==> src/rtl/ifp_pkg.sv <==
package ifp_pkg;

    // burst sequencer states
    typedef enum logic [1:0] {
        ST_IDLE   = 2'd0,
        ST_DEMAND = 2'd1,
        ST_AHEAD  = 2'd2
    } ifp_state_e;

endpackage

==> src/rtl/ifp_track_fifo.sv <==
// In-order tracker of requested lines awaiting data.
module ifp_track_fifo #(
    parameter int W     = 28,
    parameter int DEPTH = 8,
    parameter int CNT_W = 4
) (
    input  logic             clk,
    input  logic             rst_n,
    input  logic             push,
    input  logic [W-1:0]     push_data,
    input  logic             pop,
    output logic [W-1:0]     head_data,
    output logic [CNT_W-1:0] count
);
    localparam int PTR_W = (DEPTH > 1) ? $clog2(DEPTH) : 1;

    logic [W-1:0]     mem [DEPTH];
    logic [PTR_W-1:0] wr_q, rd_q;
    logic [CNT_W-1:0] cnt_q;

    always_ff @(posedge clk) begin
        if (push) mem[wr_q] <= push_data;
    end

    always_ff @(posedge clk or negedge rst_n) begin
        if (!rst_n) begin
            wr_q  <= '0;
            rd_q  <= '0;
            cnt_q <= '0;
        end else begin
            if (push) wr_q <= (wr_q == PTR_W'(DEPTH - 1)) ? '0 : wr_q + PTR_W'(1);
            if (pop)  rd_q <= (rd_q == PTR_W'(DEPTH - 1)) ? '0 : rd_q + PTR_W'(1);
            unique case ({push, pop})
                2'b10:   cnt_q <= cnt_q + CNT_W'(1);
                2'b01:   cnt_q <= cnt_q - CNT_W'(1);
                default: cnt_q <= cnt_q;
            endcase
        end
    end

    assign head_data = mem[rd_q];
    assign count     = cnt_q;

endmodule

==> src/rtl/ifp_issue_fsm.sv <==
// Burst issue sequencer: demand line, then probed follow-on lines.
module ifp_issue_fsm
    import ifp_pkg::*;
#(
    parameter int LADDR_W     = 27,
    parameter int PAGE_LINE_W = 7,
    parameter int BURST_LINES = 4
) (
    input  logic               clk,
    input  logic               rst_n,
    input  logic               fetch_filling,
    input  logic               miss_valid,
    input  logic [LADDR_W-1:0] miss_line,
    input  logic               redirect,
    input  logic               probe_hit,
    input  logic               breq_grant,
    input  logic               slot_free,
    output logic [LADDR_W-1:0] cur_line,
    output logic               req_valid,
    output logic               req_demand,
    output logic               active
);
    localparam int IDX_W = $clog2(BURST_LINES + 1);

    ifp_state_e         state_q, state_d;
    logic [LADDR_W-1:0] line_q, line_d;
    logic [IDX_W-1:0]   idx_q, idx_d;
    logic               step;
    logic               last_in_burst;
    logic               last_in_page;

    assign last_in_burst = (idx_q == IDX_W'(BURST_LINES - 1));
    assign last_in_page  = &line_q[PAGE_LINE_W-1:0];

    // state register
    always_ff @(posedge clk or negedge rst_n) begin
        if (!rst_n) begin
            state_q <= ST_IDLE;
            line_q  <= '0;
            idx_q   <= '0;
        end else begin
            state_q <= state_d;
            line_q  <= line_d;
            idx_q   <= idx_d;
        end
    end

    // next state: ARM, ADVANCE, FINISH, CANCEL
    always_comb begin
        state_d = state_q;
        line_d  = line_q;
        idx_d   = idx_q;
        step    = 1'b0;
        unique case (state_q)
            ST_IDLE: begin
                if (miss_valid && fetch_filling && !redirect) begin
                    state_d = ST_DEMAND;
                    line_d  = miss_line;
                    idx_d   = '0;
                end
            end
            ST_DEMAND: begin
                if (redirect)                    state_d = ST_IDLE;
                else if (slot_free && breq_grant) step   = 1'b1;
            end
            ST_AHEAD: begin
                if (redirect)                    state_d = ST_IDLE;
                else if (probe_hit)              step    = 1'b1;
                else if (slot_free && breq_grant) step   = 1'b1;
            end
            default: state_d = ST_IDLE;
        endcase
        if (step) begin
            if (last_in_burst || last_in_page) begin
                state_d = ST_IDLE;
            end else begin
                state_d = ST_AHEAD;
                line_d  = line_q + LADDR_W'(1);
                idx_d   = idx_q + IDX_W'(1);
            end
        end
    end

    // outputs
    always_comb begin
        req_valid  = 1'b0;
        req_demand = 1'b0;
        unique case (state_q)
            ST_IDLE:   req_valid = 1'b0;
            ST_DEMAND: begin
                req_valid  = slot_free && !redirect;
                req_demand = 1'b1;
            end
            ST_AHEAD:  req_valid = slot_free && !redirect && !probe_hit;
            default:   req_valid = 1'b0;
        endcase
    end

    assign cur_line = line_q;
    assign active   = (state_q != ST_IDLE);

endmodule

==> src/rtl/ifp_beat_writer.sv <==
// Counts beats of the head line, writes them to the cache and forwards demand beats.
module ifp_beat_writer #(
    parameter int LADDR_W = 27,
    parameter int BEATS   = 4,
    parameter int BEAT_W  = 2,
    parameter int BEAT_LG = 3,
    parameter int DATA_W  = 64
) (
    input  logic                              clk,
    input  logic                              rst_n,
    input  logic                              bdat_valid,
    input  logic [DATA_W-1:0]                 bdat_data,
    input  logic                              head_ok,
    input  logic [LADDR_W-1:0]                head_line,
    input  logic                              head_demand,
    output logic                              line_done,
    output logic                              cwr_en,
    output logic [LADDR_W+BEAT_W+BEAT_LG-1:0] cwr_addr,
    output logic [DATA_W-1:0]                 cwr_data,
    output logic                              fwd_valid
);
    logic [BEAT_W-1:0]                 beat_q;
    logic                              take;
    logic                              last_beat;
    logic                              en_q, fwd_q;
    logic [LADDR_W+BEAT_W+BEAT_LG-1:0] addr_q;
    logic [DATA_W-1:0]                 data_q;

    assign take      = bdat_valid && head_ok;
    assign last_beat = (beat_q == BEAT_W'(BEATS - 1));
    assign line_done = take && last_beat;

    always_ff @(posedge clk or negedge rst_n) begin
        if (!rst_n) begin
            beat_q <= '0;
            en_q   <= 1'b0;
            fwd_q  <= 1'b0;
        end else begin
            en_q  <= take;
            fwd_q <= take && head_demand;
            if (take) beat_q <= last_beat ? '0 : beat_q + BEAT_W'(1);
        end
    end

    always_ff @(posedge clk) begin
        if (take) begin
            addr_q <= {head_line, beat_q, {BEAT_LG{1'b0}}};
            data_q <= bdat_data;
        end
    end

    assign cwr_en    = en_q;
    assign cwr_addr  = addr_q;
    assign cwr_data  = data_q;
    assign fwd_valid = fwd_q;

endmodule

==> src/rtl/ifp_prefetch_seq.sv <==
// Instruction cache miss prefetcher: top level.
module ifp_prefetch_seq #(
    parameter int ADDR_W      = 32,
    parameter int LINE_BYTES  = 32,
    parameter int BEAT_BYTES  = 8,
    parameter int BURST_LINES = 4,
    parameter int MAX_OUTST   = 8,
    parameter int PAGE_BYTES  = 4096
) (
    input  logic                                 clk,
    input  logic                                 rst_n,
    input  logic                                 fetch_filling,
    input  logic                                 miss_valid,
    input  logic [ADDR_W-$clog2(LINE_BYTES)-1:0] miss_line,
    input  logic                                 redirect,
    output logic [ADDR_W-1:0]                    probe_addr,
    input  logic                                 probe_hit,
    output logic                                 breq_valid,
    output logic [ADDR_W-1:0]                    breq_addr,
    input  logic                                 breq_grant,
    input  logic                                 bdat_valid,
    input  logic [8*BEAT_BYTES-1:0]              bdat_data,
    output logic                                 cwr_en,
    output logic [ADDR_W-1:0]                    cwr_addr,
    output logic [8*BEAT_BYTES-1:0]              cwr_data,
    output logic                                 fwd_valid,
    output logic [8*BEAT_BYTES-1:0]              fwd_data,
    output logic                                 busy
);
    localparam int LINE_LG     = $clog2(LINE_BYTES);
    localparam int BEAT_LG     = $clog2(BEAT_BYTES);
    localparam int BEATS       = LINE_BYTES / BEAT_BYTES;
    localparam int BEAT_W      = $clog2(BEATS);
    localparam int LADDR_W     = ADDR_W - LINE_LG;
    localparam int PAGE_LINE_W = $clog2(PAGE_BYTES) - LINE_LG;
    localparam int DATA_W      = 8 * BEAT_BYTES;
    localparam int CNT_W       = $clog2(MAX_OUTST + 1);

    logic [LADDR_W-1:0] cur_line;
    logic               fsm_valid, fsm_demand, fsm_active;
    logic               slot_free, push, pop;
    logic [CNT_W-1:0]   trk_count;
    logic [LADDR_W:0]   head_entry;

    assign slot_free = (trk_count < CNT_W'(MAX_OUTST));

    ifp_issue_fsm #(
        .LADDR_W    (LADDR_W),
        .PAGE_LINE_W(PAGE_LINE_W),
        .BURST_LINES(BURST_LINES)
    ) fsm_i (
        .clk          (clk),
        .rst_n        (rst_n),
        .fetch_filling(fetch_filling),
        .miss_valid   (miss_valid),
        .miss_line    (miss_line),
        .redirect     (redirect),
        .probe_hit    (probe_hit),
        .breq_grant   (breq_grant),
        .slot_free    (slot_free),
        .cur_line     (cur_line),
        .req_valid    (fsm_valid),
        .req_demand   (fsm_demand),
        .active       (fsm_active)
    );

    assign push = fsm_valid && breq_grant;

    ifp_track_fifo #(
        .W    (LADDR_W + 1),
        .DEPTH(MAX_OUTST),
        .CNT_W(CNT_W)
    ) trk_i (
        .clk      (clk),
        .rst_n    (rst_n),
        .push     (push),
        .push_data({fsm_demand, cur_line}),
        .pop      (pop),
        .head_data(head_entry),
        .count    (trk_count)
    );

    ifp_beat_writer #(
        .LADDR_W(LADDR_W),
        .BEATS  (BEATS),
        .BEAT_W (BEAT_W),
        .BEAT_LG(BEAT_LG),
        .DATA_W (DATA_W)
    ) wr_i (
        .clk        (clk),
        .rst_n      (rst_n),
        .bdat_valid (bdat_valid),
        .bdat_data  (bdat_data),
        .head_ok    (trk_count != '0),
        .head_line  (head_entry[LADDR_W-1:0]),
        .head_demand(head_entry[LADDR_W]),
        .line_done  (pop),
        .cwr_en     (cwr_en),
        .cwr_addr   (cwr_addr),
        .cwr_data   (cwr_data),
        .fwd_valid  (fwd_valid)
    );

    assign probe_addr = {cur_line, {LINE_LG{1'b0}}};
    assign breq_addr  = {cur_line, {LINE_LG{1'b0}}};
    assign breq_valid = fsm_valid;
    assign fwd_data   = cwr_data;
    assign busy       = fsm_active || (trk_count != '0);

endmodule

==> config.mk <==
export PLATFORM = sky130hd
export DESIGN_NAME = ifp_prefetch_seq
export DESIGN_NICKNAME = d
export VERILOG_FILES = /design/src/rtl/ifp_pkg.sv /design/src/rtl/ifp_track_fifo.sv /design/src/rtl/ifp_issue_fsm.sv /design/src/rtl/ifp_beat_writer.sv /design/src/rtl/ifp_prefetch_seq.sv
export SDC_FILE = /design/constraint.sdc
export NUM_CORES = 1
export LEC_CHECK = 0
export ABC_AREA = 0
export BUFFER_PORTS_ARGS = -buffer_cell sky130_fd_sc_hd__buf_4
export CAP_MARGIN = 25
export CORE_MARGIN = 2
export CORE_UTILIZATION = 45
export CTS_CLUSTER_SIZE = 14
export DETAILED_ROUTE_END_ITERATION = 16
export PLACE_DENSITY = 0.7
export SETUP_SLACK_MARGIN = 0.1
export SLEW_MARGIN = 40
export SYNTH_ARGS = -nofsm -noshare
export SYNTH_HDL_FRONTEND = slang
export SYNTH_SLANG_ARGS = --single-unit
==> constraint.sdc <==
create_clock -name clk -period 4.92 [get_ports clk]
set_clock_uncertainty 0.1 [all_clocks]
set_input_delay 0.738 -clock clk [delete_from_list [all_inputs] [get_ports clk]]
set_output_delay 0.738 -clock clk [all_outputs]
set_load 0.01 [all_outputs]
==> results of run 1 <==
==> routing by layer <==
layer	global-route usage	up-vias
li1	-	3481
met1	0.247	4000
met2	0.333	318
met3	0.0376	45
met4	0.0570	0
met5	0	-
==> through the flow <==
stage | area, um2 | power, uW
3_3_place_gp | 16700 | 7520
5_1_grt | 18100 | 10900
4_1_cts | 18000 | 10600
3_5_place_dp | 16700 | 7610
2_1_floorplan | 14600 | 6400
6_report | 18100 | 10500
==> logic make-up after synthesis <==
group / after synthesis / synth area share
flops: 363 / 0.735
simple gates: 135 / 0.0451
buf+inv: 134 / 0.0629
mux: 89 / 0.112
compound gates: 52 / 0.0283
fa+ha+maj: 15 / 0.0129
xor+xnor: 5 / 0.00302
other cells: 1 / 0.000258
==> layout make-up <==
type                    count  share of cell area
multi-input cells         309               0.167
repair buffers            331               0.140
inverters                   7             0.00159
clock inverters            18              0.0109
clock buffers              53              0.0621
well taps                 402              0.0279
flip-flops and latches    363               0.591
==> cells in the final DEF (no fill, tap or decap), types with 3 or more instances in the layout <==
master     netlist  routed
nand3_1         14      14
nor2_2           1       7
clkbuf_8         0       5
inv_1            7       6
edfxtp_1       317     317
nand2b_1         6       6
buf_4          106     327
a21oi_1         13      13
clkinv_2         0       5
o21a_1           3       3
a211oi_1         6       6
nor2_1          20      14
mux4_2          56      56
clkbuf_16        0      41
mux2_2          32      32
ha_1            15      15
bufinv_16        0       4
nor4_1           4       4
and3_1           7       7
o221a_2          7       7
clkbuf_1        16       7
dfrtp_1         46      43
nor2b_1          3       3
xor2_1           4       4
nand4_1          4       4
conb_1           1      13
nor3_1           7       5
o21ai_0          8       8
nand2_1         57      57
clkinv_1         0       5
==> state kept, by name, indices dropped and copies added (netlist names) <==
signal          count
trk_i.mem         224
wr_i.cwr_data      64
wr_i.cwr_addr      29
fsm_i.cur_line     27
trk_i.count         4
fsm_i.idx_q         3
trk_i.rd_q          3
trk_i.wr_q          3
fsm_i.state_q       2
wr_i.beat_q         2
wr_i.cwr_en         1
wr_i.fwd_valid      1
==> power by group <==
part	switching, uW	internal [uW]
Sequential	721	4130
Combinational	1210	1430
Clock	1150	1810
==> worst max path at each step <==
stage	from	endpoint	slack, ps	cells past startpoint
after floorplan	redirect	trk_i.mem[0][0]$_DFFE_PP_	410	5
after global placement	redirect	trk_i.mem[2][14]$_DFFE_PP_	1410	7
after detailed placement	redirect	trk_i.mem[2][13]$_DFFE_PP_	1310	7
after CTS	fsm_i.state_q[1]$_DFFE_PN0P_	trk_i.mem[2][13]$_DFFE_PP_	1530	8
after global routing	fsm_i.state_q[1]$_DFFE_PN0P_	trk_i.mem[2][13]$_DFFE_PP_	1320	8
final	fsm_i.state_q[1]$_DFFE_PN0P_	trk_i.mem[2][11]$_DFFE_PP_	1650	8
==> reports/qor.csv, run 1 <==
stage;metric;value;unit
logic_synthesis;Synth area leaders;edfxtp_1, mux4_2, dfrtp_1;
hold_path;Hold WC Path Type;primary input to asynchronous set/reset pin;
logic_synthesis;synthesized flop and latch total;363;
critical_path;Required @ worst endpoint;5020;ps
critical_path;worst reg2reg path depth;8;
logic_synthesis;post-synthesis sequential area ratio;0.735;
floorplan;Initial Util;0.459;
clock_tree;CTS Sinks;363;
logic_synthesis;share of the synthesized area in the top cell type;0.656;
global_route;gr usage total;0.192;
logic_synthesis;synthesized instance count;794;
clock_tree;CTS resizes;0;
timing;fmax;0.306;GHz
critical_path;worst-path fanout max;17;
route;Vias/cell;5.29;
timing;fin crit share;0.664;
cells_and_area;final net count;1165;
clock_tree;hold-fix buffer count after cts;0;
clock_tree;Clock transition at path regs;60;ps
timing;Slew Limit Fails;0;
placed_design;pre-CTS WS;1310;ps
timing;Final Hold Vio Count;0;
floorplan;core area;31600;um2
route;top sig layer;met4;
logic_synthesis;syn avg cell area;18.3;um2
clock_tree;TritonCTS buffer count;39;
critical_path;RR Startpoint;fsm_i.state_q[1]$_DFFE_PN0P_;
route;drt wl/cell;22.3;um
power_and_ir_drop;pwr/cell area;579;nW/um2
timing;RSZ-0062 raised after global routing;false;
critical_path;CP Capture Type;flip-flop;
logic_synthesis;top cells by count, synth;edfxtp_1, buf_4, nand2_1;
cells_and_area;share of cells above drive strength 1;0.471;
cells_and_area;Filler Cell Count;2355;
logic_synthesis;biggest area consumer among synthesized cells;edfxtp_1;
floorplan;Rows;65;
critical_path;Worst Setup Start Kind;flip-flop;
route;vias post-DR;7844;
floorplan;die width;184;um
cells_and_area;multi-input logic area;3010;um2
critical_path;flop-to-flop setup slack;1650;ps
floorplan;die area;33700;um2
global_route;vias in the first global route;7812;
timing;setup ws final;1650;ps
logic_synthesis;Post-synth ARST share;0.127;
timing;Slew @ Worst Pin;840;ps
route;drc violations;0;
critical_path;slowest CP cell;nor2_2;
route;met3 WL;2.32;mm
placed_design;IO Port Bufs;313;
status;outcome;completed;
clock_tree;H-tree depth;2;
route;Final ANT Viol Nets;0;
route;DR pass1 iterations;5;
critical_path;CP arrival;3360;ps
power_and_ir_drop;P_leak;0.00678;uW
critical_path;Setup Crit Path Kind;flip-flop to flip-flop;
flow_run;Maximum Capacitance Violations;0;
cells_and_area;Antenna Cells;0;
clock_tree;clk buf depth;3;
route;routed wl met2;17.0;mm
cells_and_area;synthesis-to-layout area growth;24.4;%
route;M1 WL;13.1;mm
logic_synthesis;Mapped Area;14500;um2
critical_path;max incr delay on CP;580;ps
cells_and_area;utilization after layout;0.571;
logic_synthesis;Post-synth top flop;edfxtp_1;
floorplan;die height;184;um
timing;normalized max-slew margin;0.440;
clock_tree;CTS tree;built;
cells_and_area;register area;10700;um2
logic_synthesis;top-count cell post-synth;edfxtp_1;
timing;post-layout min period;3270;ps
route;starting DRC count in detailed routing;481;
power_and_ir_drop;worst vdd rail ir drop;0.390;mV
timing;Final setup viols;0;
floorplan;io pins;327;
critical_path;Bufs and invs on worst path;3;
global_route;largest net degree at the start of global routing;76;
timing;setup TNS;0;ps
logic_synthesis;YS warnings;0;
logic_synthesis;number of enable flip-flop cells after synthesis;317;
cells_and_area;Post-Layout Cell Count;1483;
clock_tree;CTS root buf;clkbuf_16;
global_route;GRT overflow;0;
critical_path;family with the most delay on the worst path;simple AND/OR/NAND/NOR gates;
clock_tree;Setup Fix Bufs, Post-CTS;0;
placed_design;placed cells;1411;
critical_path;CP Cell Sequence;inv_1 -> ha_1 -> inv_1 -> a211oi_1 -> nand2_1 -> or2_2 -> nor2_2 -> buf_4;
placed_design;detailed placer's ending HPWL;22.3;mm
clock_tree;clock latency on the worst-skew pair;520;ps
global_route;initial antenna violation count;0;
critical_path;FF-to-FF End;trk_i.mem[2][11]$_DFFE_PP_;
logic_synthesis;Synth cell types;50;
critical_path;most frequent CP cell;inv_1;
placed_design;GPL Wtd Cong;0.802;
timing;hold_ws;151;ps
global_route;first-pass GRT wire length;48.3;mm
route;total routed wirelength;33.1;mm
Power figures use the tool's default switching activity.
==> run 2: changes to the inputs <==
==> constraint.sdc (replaced) <==
create_clock -name clk -period 3.2 [get_ports clk]
set_clock_uncertainty 0.1 [all_clocks]
set_input_delay 0.48 -clock clk [delete_from_list [all_inputs] [get_ports clk]]
set_output_delay 0.48 -clock clk [all_outputs]
set_load 0.01 [all_outputs]
==> run 2 against run 1 <==
Against the previous run:
- wire length up 3.3%
- first-iteration DRC count increased by 21%
- highest routed layer unchanged
- clock-buffer cell count rose by 4
- sequential share of layout area fell by 0.64 points
==> reports/qor.csv, run 2 (same netlist as run 1, synthesis figures left out) <==
stage;metric;value;unit;change
status;outcome;completed;;unchanged
clock_tree;H-tree depth;2;;unchanged
route;total routed wirelength;34.2;mm;was 33.1 mm
clock_tree;Clock transition at path regs;60;ps;about the same
cells_and_area;Top reg by flops;trk_i.mem;;unchanged
route;DR pass1 iterations;5;;unchanged
route;drc violations;0;;unchanged
power_and_ir_drop;worst vdd rail ir drop;0.620;mV;was 0.390 mV
placed_design;detailed placer's ending HPWL;22.3;mm;about the same
timing;RSZ-0062 raised after global routing;false;;unchanged
global_route;vias in the first global route;8123;;was 7812
hold_path;Hold WC Path Type;primary input to flip-flop;;was primary input to asynchronous set/reset pin
global_route;largest net degree at the start of global routing;96;;was 76
global_route;initial antenna violation count;0;;unchanged
critical_path;worst reg2reg path depth;8;;unchanged
clock_tree;CTS root buf;clkbuf_16;;unchanged
critical_path;Worst Setup Start Kind;flip-flop;;unchanged
route;drt wl/cell;22.9;um;was 22.3 um
cells_and_area;Antenna Cells;0;;unchanged
timing;normalized max-slew margin;0.547;;was 0.440
cells_and_area;most frequent cells in the layout;buf_4, edfxtp_1, nand2_1;;unchanged
clock_tree;CTS Sinks;363;;unchanged
clock_tree;CTS resizes;0;;unchanged
global_route;first-pass GRT wire length;50.0;mm;was 48.3 mm
cells_and_area;Largest register FFs;224;;unchanged
clock_tree;TritonCTS buffer count;39;;unchanged
critical_path;Setup Crit Path Kind;flip-flop to flip-flop;;unchanged
route;Vias/cell;5.32;;was 5.29
critical_path;worst-path fanout max;10;;was 17
critical_path;flop-to-flop setup slack;380;ps;was 1650 ps
global_route;GRT overflow;0;;unchanged
hold_path;WHS Endpoint;wr_i.cwr_data[39]$_DFFE_PP_;;
timing;Final Hold Vio Count;0;;unchanged
clock_tree;CTS tree;built;;unchanged
critical_path;CP Capture Type;flip-flop;;unchanged
critical_path;CP arrival;3140;ps;was 3360 ps
timing;setup TNS;0;ps;unchanged
power_and_ir_drop;pwr/cell area;898;nW/um2;was 579 nW/um2
cells_and_area;most common cell after layout, fill and taps aside;buf_4;;unchanged
timing;Final setup viols;0;;unchanged
cells_and_area;synthesis-to-layout area growth;25.7;%;was 24.4%
timing;fmax;0.354;GHz;was 0.306 GHz
floorplan;die area;33700;um2;unchanged
floorplan;Initial Util;0.459;;unchanged
route;vias post-DR;7933;;was 7844
hold_path;hold wc startpoint;bdat_data[39];;
global_route;gr usage total;0.201;;was 0.192
floorplan;Rows;65;;unchanged
timing;fin crit share;0.883;;was 0.664
hold_path;hold path depth;1;;
timing;Slew @ Worst Pin;677;ps;was 840 ps
timing;hold_ws;42.8;ps;was 151 ps
cells_and_area;share of cells above drive strength 1;0.477;;was 0.471
route;Final ANT Viol Nets;0;;unchanged
cells_and_area;Filler Cell Count;2387;;was 2355
route;starting DRC count in detailed routing;582;;was 481
critical_path;FF-to-FF End;fsm_i.cur_line[3]$_DFF_PN0_;;was trk_i.mem[2][11]$_DFFE_PP_
floorplan;io pins;327;;unchanged
floorplan;die height;184;um;unchanged
placed_design;IO Port Bufs;313;;unchanged
timing;Slew Limit Fails;0;;unchanged
clock_tree;clk buf depth;3;;unchanged
placed_design;GPL Wtd Cong;0.819;;was 0.802
flow_run;Maximum Capacitance Violations;0;;unchanged
power_and_ir_drop;P_leak;0.00684;uW;was 0.00678 uW
floorplan;die width;184;um;unchanged
cells_and_area;final net count;1174;;was 1165
clock_tree;clock latency on the worst-skew pair;520;ps;about the same
critical_path;Required @ worst endpoint;3510;ps;was 5020 ps
timing;post-layout min period;2820;ps;was 3270 ps
critical_path;RR Startpoint;fsm_i.state_q[1]$_DFFE_PN0P_;;unchanged
floorplan;core area;31600;um2;unchanged
run 2: changes by cell type in the layout (fill, tap and decap cells not counted), moves of 3 or more:
cell,delta
buf_12,+5
clkinv_1,-3
clkbuf_1,+5
buf_4,+5
run 2: stage by stage:
step	std cells	utilization	power, uW	area (um2)	setup slack (ps)
finish	1492	0.577	16400	18300	376
global route	1492	0.577	17200	18300	135
CTS	1492	0.577	16600	18300	382
detailed placement	1420	0.534	11900	16900	377
global placement	1420	0.534	11800	16900	487
floorplan	806	-	9870	14600	-618
run 2: final cells by class:
type | count | area [um2] | area share
inverters | 7 | 30.0 | 0.00165
flip-flops and latches | 363 | 10700 | 0.585
multi-input cells | 309 | 3050 | 0.167
repair buffers | 340 | 2640 | 0.145
well taps | 402 | 503 | 0.0276
clock buffers | 57 | 1130 | 0.0617
clock inverters | 14 | 220 | 0.0121
run 2: critical path, cell delays in order, from the launching register on:
cell,delay (ps)
dfrtp_1,390
inv_1,110
ha_1,340
nor2_1,160
a2111o_1,600
nor2_2,430
buf_4,250
a21oi_1,80
o221a_2,270
run 2: how the worst max path moves through the flow:
stage,depth (start not counted),endpoint,from
floorplan,12,trk_i.count[2]$_DFFE_PN0P_,trk_i.count[0]$_DFFE_PN0P_
CTS,8,fsm_i.cur_line[3]$_DFF_PN0_,fsm_i.state_q[1]$_DFFE_PN0P_
detailed placement,8,fsm_i.cur_line[3]$_DFF_PN0_,fsm_i.state_q[1]$_DFFE_PN0P_
global route,11,trk_i.count[3]$_DFFE_PN0P_,fsm_i.state_q[1]$_DFFE_PN0P_
finish,8,fsm_i.cur_line[3]$_DFF_PN0_,fsm_i.state_q[1]$_DFFE_PN0P_
global placement,8,fsm_i.cur_line[9]$_DFF_PN0_,fsm_i.state_q[1]$_DFFE_PN0P_
run 2: report_power, final:
group	internal, uW	switching, uW	leakage (uW)	total, uW
sequential	6350	907	0.00346	7260
clock	2920	1770	0.000656	4700
combinational	2290	2140	0.00273	4430
total	11600	4820	0.00684	16400
run 2: what timing repair did:
item / 4_1_cts / 5_1_grt
hold buffers: 1 / 0
setup buffers: 0 / 0
hold endpoints to repair: 46 / 0
run 2: per-layer routing:
| metal | global-route usage | up-vias | wire (um) |
|---|---|---|---|
| met1 | 0.251 | 4032 | 13300 |
| li1 | - | 3503 | - |
| met2 | 0.340 | 335 | 17100 |
| met5 | 0 | - | 0 |
| met3 | 0.0473 | 63 | 2690 |
| met4 | 0.0787 | 0 | 1210 |
